`config.mk`:
```
export PLATFORM = sky130hd
export DESIGN_NAME = vpage_tlb
export DESIGN_NICKNAME = d
export VERILOG_FILES = /design/src/rtl/tlbx_pkg.sv /design/src/rtl/tlbx_store.sv /design/src/rtl/tlbx_match.sv /design/src/rtl/tlbx_lfsr.sv /design/src/rtl/vpage_tlb.sv
export SDC_FILE = /design/constraint.sdc
export NUM_CORES = 2
export LEC_CHECK = 0
export BUFFER_PORTS_ARGS = -buffer_cell sky130_fd_sc_hd__buf_2
export CORE_MARGIN = 2
export CORE_UTILIZATION = 63
export CTS_BUF_LIST = sky130_fd_sc_hd__clkbuf_4 sky130_fd_sc_hd__clkbuf_8 sky130_fd_sc_hd__clkbuf_16
export CTS_CLUSTER_SIZE = 14
export DETAILED_ROUTE_END_ITERATION = 8
export PLACE_DENSITY = 0.8
export SETUP_SLACK_MARGIN = 0.4
export SKIP_CTS_REPAIR_TIMING = 1
export SLEW_MARGIN = 25
export SYNTH_ARGS = -nofsm -noshare
export SYNTH_HDL_FRONTEND = slang
export SYNTH_SLANG_ARGS = --single-unit
```
`constraint.sdc`:
```
create_clock -name clk -period 5.68 [get_ports clk]
set_clock_uncertainty 0.1 [all_clocks]
set_input_delay 1.136 -clock clk [delete_from_list [all_inputs] [get_ports clk]]
set_output_delay 1.136 -clock clk [all_outputs]
set_load 0.01 [all_outputs]
```
`src/rtl/tlbx_pkg.sv`:
```
package tlbx_pkg;

    localparam int VPN_W = 19;
    localparam int PID_W = 8;
    localparam int FLG_W = 5;
    localparam int LFSR_W = 16;

    localparam int FL_GLB = 4;
    localparam int FL_VAL = 3;
    localparam int FL_KRN = 2;
    localparam int FL_WR  = 1;
    localparam int FL_EX  = 0;

    localparam int EN_WR  = 3;
    localparam int EN_KRN = 2;
    localparam int EN_EX  = 1;
    localparam int EN_VAL = 0;

    localparam logic [3:0] VEC_BASE_INSN = 4'd4;
    localparam logic [3:0] VEC_BASE_DATA = 4'd8;
    localparam logic [3:0] OFS_REFILL  = 4'd0;
    localparam logic [3:0] OFS_INVALID = 4'd1;
    localparam logic [3:0] OFS_ACCESS  = 4'd2;
    localparam logic [3:0] OFS_PROT    = 4'd3;

    localparam logic [LFSR_W-1:0] LFSR_SEED = 16'hCCCC;
    localparam logic [LFSR_W-1:0] LFSR_TAPS = 16'h8805;

    typedef enum logic [1:0] {
        ACC_READ  = 2'd0,
        ACC_WRITE = 2'd1,
        ACC_EXEC  = 2'd2,
        ACC_RSVD  = 2'd3
    } acc_kind_e;

    typedef struct packed {
        logic [VPN_W-1:0] tag;
        logic [PID_W-1:0] pid;
        logic [VPN_W-1:0] frame;
        logic [FLG_W-1:0] flags;
    } tlb_entry_t;

    function automatic logic [LFSR_W-1:0] lfsr_step(input logic [LFSR_W-1:0] s);
        return {^(s & LFSR_TAPS), s[LFSR_W-1:1]};
    endfunction

endpackage

```
`src/rtl/tlbx_store.sv`:
```
module tlbx_store
    import tlbx_pkg::*;
#(
    parameter int NIDX  = 16,
    parameter int NWAYS = 4,
    localparam int IDX_W = $clog2(NIDX),
    localparam int WAY_W = $clog2(NWAYS)
) (
    input  logic                          clk,
    input  logic                          rst_n,
    input  logic                          wr_en,
    input  logic [IDX_W-1:0]              wr_idx,
    input  logic [WAY_W-1:0]              wr_way,
    input  tlb_entry_t                    wr_ent,
    input  logic [IDX_W-1:0]              rd_idx,
    output tlb_entry_t [NWAYS-1:0]        rd_ent
);

    tlb_entry_t mem_q [NIDX][NWAYS];

    always_ff @(posedge clk or negedge rst_n) begin
        if (!rst_n) begin
            for (int i = 0; i < NIDX; i++) begin
                for (int w = 0; w < NWAYS; w++) begin
                    mem_q[i][w] <= '0;
                end
            end
        end else if (wr_en) begin
            mem_q[wr_idx][wr_way] <= wr_ent;
        end
    end

    for (genvar g = 0; g < NWAYS; g++) begin : g_rd
        assign rd_ent[g] = mem_q[rd_idx][g];
    end

endmodule

```
`src/rtl/tlbx_match.sv`:
```
module tlbx_match
    import tlbx_pkg::*;
#(
    parameter int NWAYS = 4,
    localparam int WAY_W = $clog2(NWAYS)
) (
    input  tlb_entry_t [NWAYS-1:0] ways,
    input  logic [VPN_W-1:0]       vpn,
    input  logic [PID_W-1:0]       pid,
    input  acc_kind_e              kind,
    input  logic                   user,
    input  logic [3:0]             chk_en,
    output logic                   hit,
    output logic [WAY_W-1:0]       hit_way,
    output logic                   fault,
    output logic [3:0]             vector,
    output logic [VPN_W-1:0]       frame,
    output logic [2:0]             perm
);

    logic [NWAYS-1:0] hit_vec;
    logic [FLG_W-1:0] fl;
    logic [3:0]       base;

    for (genvar g = 0; g < NWAYS; g++) begin : g_cmp
        assign hit_vec[g] = (ways[g].tag == vpn) &&
                            (ways[g].flags[FL_GLB] || (ways[g].pid == pid));
    end

    always_comb begin
        hit_way = '0;
        for (int w = NWAYS - 1; w >= 0; w--) begin
            if (hit_vec[w]) hit_way = WAY_W'(w);
        end
    end

    assign hit  = |hit_vec;
    assign fl   = ways[hit_way].flags;
    assign base = (kind == ACC_EXEC) ? VEC_BASE_INSN : VEC_BASE_DATA;

    always_comb begin
        fault  = 1'b0;
        vector = '0;
        frame  = '0;
        perm   = '0;
        if (!hit) begin
            fault  = 1'b1;
            vector = base + OFS_REFILL;
        end else begin
            frame = ways[hit_way].frame;
            if (chk_en[EN_KRN] && fl[FL_KRN] && user) begin
                fault  = 1'b1;
                vector = base + OFS_ACCESS;
            end else if (kind == ACC_WRITE && chk_en[EN_WR] && !fl[FL_WR]) begin
                fault  = 1'b1;
                vector = base + OFS_PROT;
            end else if (kind == ACC_EXEC && chk_en[EN_EX] && !fl[FL_EX]) begin
                fault  = 1'b1;
                vector = base + OFS_PROT;
            end else if (chk_en[EN_VAL] && !fl[FL_VAL]) begin
                fault  = 1'b1;
                vector = base + OFS_INVALID;
            end else begin
                perm = {fl[FL_EX], fl[FL_WR], 1'b1};
            end
        end
    end

endmodule

```
`src/rtl/tlbx_lfsr.sv`:
```
module tlbx_lfsr
    import tlbx_pkg::*;
(
    input  logic              clk,
    input  logic              rst_n,
    input  logic              advance,
    output logic [LFSR_W-1:0] state
);

    always_ff @(posedge clk or negedge rst_n) begin
        if (!rst_n)       state <= LFSR_SEED;
        else if (advance) state <= lfsr_step(state);
    end

endmodule

```
`src/rtl/vpage_tlb.sv`:
```
module vpage_tlb
    import tlbx_pkg::*;
#(
    parameter int NIDX  = 16,
    parameter int NWAYS = 4,
    localparam int IDX_W = $clog2(NIDX),
    localparam int WAY_W = $clog2(NWAYS)
) (
    input  logic               clk,
    input  logic               rst_n,
    input  logic               wr_en,
    input  logic [IDX_W-1:0]   wr_idx,
    input  logic [WAY_W-1:0]   wr_way,
    input  logic [VPN_W-1:0]   wr_tag,
    input  logic [PID_W-1:0]   wr_pid,
    input  logic [VPN_W-1:0]   wr_frame,
    input  logic [FLG_W-1:0]   wr_flags,
    input  logic               req,
    input  logic [VPN_W-1:0]   req_vpage,
    input  logic [1:0]         req_kind,
    input  logic               req_user,
    input  logic [PID_W-1:0]   cur_pid,
    input  logic [3:0]         cfg_chk,
    output logic               rsp_valid,
    output logic               rsp_fault,
    output logic [3:0]         rsp_vector,
    output logic [VPN_W-1:0]   rsp_frame,
    output logic [2:0]         rsp_perm,
    output logic [31:0]        sel_reg,
    output logic [31:0]        cause_reg
);

    typedef enum logic {ST_IDLE, ST_RESP} st_e;

    st_e                    st_q, st_d;
    tlb_entry_t [NWAYS-1:0] ways;
    tlb_entry_t             wr_ent;
    logic [IDX_W-1:0]       idx;
    acc_kind_e              kind;
    logic                   m_hit, m_fault;
    logic [WAY_W-1:0]       m_way, sel_way;
    logic [3:0]             m_vec;
    logic [VPN_W-1:0]       m_frame;
    logic [2:0]             m_perm;
    logic [LFSR_W-1:0]      lfsr_q;
    logic [1:0]             acc_code;
    logic [31:0]            sel_d, cause_d;

    assign idx    = req_vpage[IDX_W-1:0];
    assign kind   = acc_kind_e'(req_kind);
    assign wr_ent = '{tag: wr_tag, pid: wr_pid, frame: wr_frame, flags: wr_flags};

    tlbx_store #(.NIDX(NIDX), .NWAYS(NWAYS)) u_store (
        .clk(clk), .rst_n(rst_n), .wr_en(wr_en), .wr_idx(wr_idx),
        .wr_way(wr_way), .wr_ent(wr_ent), .rd_idx(idx), .rd_ent(ways)
    );

    tlbx_match #(.NWAYS(NWAYS)) u_match (
        .ways(ways), .vpn(req_vpage), .pid(cur_pid), .kind(kind),
        .user(req_user), .chk_en(cfg_chk), .hit(m_hit), .hit_way(m_way),
        .fault(m_fault), .vector(m_vec), .frame(m_frame), .perm(m_perm)
    );

    tlbx_lfsr u_lfsr (
        .clk(clk), .rst_n(rst_n), .advance(req && m_fault), .state(lfsr_q)
    );

    // state register
    always_ff @(posedge clk or negedge rst_n) begin
        if (!rst_n) st_q <= ST_IDLE;
        else        st_q <= st_d;
    end

    // transitions: req_start / req_none
    always_comb begin
        st_d = st_q;
        unique case (st_q)
            ST_IDLE: st_d = req ? ST_RESP : ST_IDLE;
            ST_RESP: st_d = req ? ST_RESP : ST_IDLE;
            default: st_d = ST_IDLE;
        endcase
    end

    assign sel_way  = m_hit ? m_way : lfsr_q[WAY_W-1:0];
    assign acc_code = (kind == ACC_RSVD) ? 2'd0 : req_kind;

    always_comb begin
        sel_d = '0;
        sel_d[IDX_W-1:0]      = idx;
        sel_d[IDX_W +: WAY_W] = sel_way;
        cause_d = {req_vpage, 3'b000, acc_code, cur_pid};
    end

    // outputs
    assign rsp_valid = (st_q == ST_RESP);

    always_ff @(posedge clk or negedge rst_n) begin
        if (!rst_n) begin
            rsp_fault  <= 1'b0;
            rsp_vector <= '0;
            rsp_frame  <= '0;
            rsp_perm   <= '0;
            sel_reg    <= '0;
            cause_reg  <= '0;
        end else if (req) begin
            rsp_fault  <= m_fault;
            rsp_vector <= m_vec;
            rsp_frame  <= m_frame;
            rsp_perm   <= m_perm;
            if (m_fault) begin
                sel_reg   <= sel_d;
                cause_reg <= cause_d;
            end
        end
    end

    // response exactly one cycle after a request
    a_r10_rsp_after_req: assert property (@(posedge clk) disable iff (!rst_n)
        req |=> rsp_valid);
    a_r10_no_rsp_without_req: assert property (@(posedge clk) disable iff (!rst_n)
        !req |=> !rsp_valid);
    // a fault always carries a non-zero vector, and no rights
    a_r4_fault_has_vector: assert property (@(posedge clk) disable iff (!rst_n)
        (rsp_valid && rsp_fault) |-> (rsp_vector != 4'd0));
    a_r6_no_perm_on_fault: assert property (@(posedge clk) disable iff (!rst_n)
        (rsp_valid && rsp_fault) |-> (rsp_perm == 3'd0));
    a_r6_read_on_clean_hit: assert property (@(posedge clk) disable iff (!rst_n)
        (rsp_valid && !rsp_fault) |-> (rsp_perm[0] && rsp_vector == 4'd0));
    // capture registers hold when no fault is reported
    a_r7_sel_holds: assert property (@(posedge clk) disable iff (!rst_n)
        (rsp_valid && !rsp_fault) |-> $stable(sel_reg));
    a_r8_cause_holds: assert property (@(posedge clk) disable iff (!rst_n)
        (rsp_valid && !rsp_fault) |-> $stable(cause_reg));
    a_r7_sel_upper_zero: assert property (@(posedge clk) disable iff (!rst_n)
        sel_reg[31:IDX_W+WAY_W] == '0);
    // shift register holds without a fault and never reaches zero
    a_r9_lfsr_holds: assert property (@(posedge clk) disable iff (!rst_n)
        (rsp_valid && !rsp_fault) |-> $stable(lfsr_q));
    a_r9_lfsr_nonzero: assert property (@(posedge clk) disable iff (!rst_n)
        lfsr_q != '0);

endmodule

```
==> results.json <==
{
  "yosysSeqAreaShare_pct": 54.78,
  "cts-root-buf": "clkbuf_16",
  "ant_nets": 0,
  "area_delta_synth_final_pct": 12.25,
  "fin_crit_sh_pct": 94.04,
  "clk_pin_slew_ns": 0.06,
  "cts_buffers": 352,
  "synth_area_per_cell_um2": 15.52,
  "area.sequential_um2": 83570,
  "postSynthCellCount": 9829,
  "cts_sinks": 3339,
  "required_ns": 6.41,
  "synth-main-ff-cell": "dfrtp_1",
  "port_buffers": 157,
  "hold_class": "in2async",
  "routabilityCongestion": 0.9417,
  "grt_pass1_wl_mm": 667.7,
  "drt-total-wl_mm": 455.0,
  "vias": 93090,
  "finalSetupViolations": 0,
  "synth_top_family_by_area": "multiplexers",
  "slew_headroom_pct": 21.24,
  "routedWlPerCell_um": 34.06,
  "place_area_um2": 158900,
  "coreArea_um2": 240800,
  "fin_crit_ns": 5.342,
  "antenna_found_initial": 29,
  "dieHeight_um": 496.1,
  "path_max_fanout": 17,
  "final_nets": 9984,
  "design.die.area_um2": 246100,
  "synthDistinctLibCells": 88,
  "grt_pass1_vias": 97160,
  "tightestPinTransition_ns": 1.181,
  "die_w_um": 496.1,
  "worstSetupStartpoint": "req_vpage[0]",
  "yosys.area_share.simple_pct": 1.676,
  "clk-insertion-delay-late_ns": 0.98,
  "multiInputGateArea_um2": 65040,
  "slew_violations": 0,
  "drc": 0,
  "synth.area.mux_share_pct": 37.91,
  "cap_violations": 0,
  "synth_top_cell_by_area": "dfrtp_1",
  "grtUsageTotal_pct": 37.36,
  "grt_setup_unrepaired": "false",
  "dp_hpwl_mm": 272.1,
  "nFillCells": 14880,
  "finalPower_mw": 60.42,
  "start_kind": "input port",
  "dr.pass1.iters": 7,
  "synth_compound_area_share_pct": 1.854,
  "ios": 187,
  "grt_max_degree": 162,
  "drt_iter0_drc": 10080,
  "async_reset_ff_share_pct": 100.0,
  "power_density_nw_per_um2": 352.8,
  "power.leakage_nw": 81.28,
  "end_kind": "register",
  "irDropWorstVdd_v": 0.0003038,
  "clockBufferDepth": 4,
  "critical_path_class": "in2reg",
  "synth_seq_cells": 3339,
  "largest_reg_flops": 3264,
  "yosys-top-cells-area": "dfrtp_1, mux2_2, mux4_2, mux2i_1, clkbuf_1",
  "synth_adder_area_share_pct": 0,
  "syn-cell-area_um2": 152600,
  "drive_above_1_share_pct": 54.84,
  "synthXorXnorAreaFrac_pct": 0.6889,
  "grt-ovfl-total": 0,
  "finalHoldViolations": 0,
  "h-tree-depth": 5,
  "start_util_pct": 63.37,
  "cts_tree": "built",
  "synth_warnings": 0,
  "synth-edff-count": 0,
  "viasPerCell": 6.969,
  "fp-row-count": 180,
  "final_cell_area_um2": 171200,
  "r2r_start": "u_store.mem_q[755]$_DFFE_PN0P_",
  "status": "finished clean",
  "max_freq_mhz": 187.2,
  "cp_data_arrival_time_ns": 6.07,
  "synth_top_area_share_pct": 54.64
}
-- worst paths after layout --
| path | to | slack [ns] | cells after the start |
|---|---|---|---|
| worst max-delay path | cause_reg[17]$_DFFE_PN0P_ | 0.34 | 18 |
| worst min-delay path | u_store.mem_q[3149]$_DFFE_PN0P_ | 0.07 | 1 |
| max in group asynchronous | u_store.mem_q[2482]$_DFFE_PN0P_ | 3.76 | 3 |
| min in group clk | rsp_vector[2]$_DFFE_PN0P_ | 0.39 | 3 |
| worst max register to register | cause_reg[17]$_DFFE_PN0P_ | 0.71 | 19 |
| worst min register to register | rsp_vector[2]$_DFFE_PN0P_ | 0.40 | 1 |
-- placed cells by master, fill, tap and decap left out, types with 33 or more instances in the layout --
master     instances
mux2_2          3339
buf_2            114
xnor2_1           87
nor2_1            75
clkbuf_4          73
mux2i_1          307
a221oi_1          34
nand3_1           35
clkbuf_8          93
clkbuf_16        356
dfrtp_1         3331
buf_12           111
clkinv_2          56
buf_4            474
nand2_1          136
mux4_2           742
xor2_1            33
a22oi_1           61
a21oi_1           58
nand2_4           43
-- where the power goes --
part | switching, mW | internal, mW
Clock | 9.52 | 14.2
Sequential | 1.67 | 26.9
Combinational | 3.55 | 4.53
Total | 14.7 | 45.7
-- metrics by stage --
stage	setup TNS, ns	hold slack [ns]	instances	setup slack (ns)	util [%]
floorplan	0	0.3688	9857	0.4083	-
global placement	-103.99	0.3716	12710	-1.589	65.94
detailed placement	-66.41	0.3728	12720	-1.026	66.02
CTS	-4.958	0.06019	13340	-0.1508	70.99
global route	0	0.07256	13350	0.3839	71.12
finish	0	0.06741	13360	0.3383	71.13
-- cells in the mapped netlist, types with 21 or more instances --
master	instances
clkbuf_1	502
mux4_2	742
mux2_4	29
o22ai_1	33
nand3_1	36
a22oi_1	61
buf_1	299
a221oi_1	34
dfrtp_1	3331
nor3_1	21
o21ai_0	32
buf_6	38
mux2_2	3339
nand2_1	181
nor2b_1	29
a211oi_1	22
nand2b_1	24
xor2_1	33
mux2i_1	309
buf_4	84
xnor2_1	87
nor2_1	97
a31oi_1	32
buf_2	110
a21oi_1	59
-- routing by layer --
layer  up-vias  routed length, um  track usage (%)
met2      4828             211500            57.53
met1     50520             173100            50.50
met5         -                181                0
met4        24              27600            19.18
li1      36400                  -                -
met3      1327              42660            8.364
-- area by class of cell --
class	count	share of cell area, %
well taps	3185	2.327
clock buffers	522	6.270
multi-input cells	5463	37.98
repair buffers	713	3.824
flip-flops and latches	3339	48.80
clock inverters	101	0.7255
inverters	20	0.05115
diodes	15	0.02192
-- cell families after synthesis --
kind of cell,count (synthesis)
AO/OA/AOI/OAI,385
multiplexers,4419
buffers and inverters,1055
XOR/XNOR,120
AND/OR/NAND/NOR,510
flip-flops,3339
other,1
-- worst max-delay path: stages --
cell and delay, ns:
buf_12 0.21, buf_12 0.20, buf_4 0.21, mux4_2 0.52, mux2i_1 0.19, xnor2_1 0.13, o21ai_0 0.51, nand3_1 0.32
a2111oi_2 0.57, buf_4 0.25, and3_2 0.31, a31oi_4 0.07, or2_2 0.32, a21oi_1 0.29, o31ai_4 0.10, buf_12 0.19
buf_12 0.18, mux2_4 0.32
No activity file was read; power rests on OpenSTA's default activity.
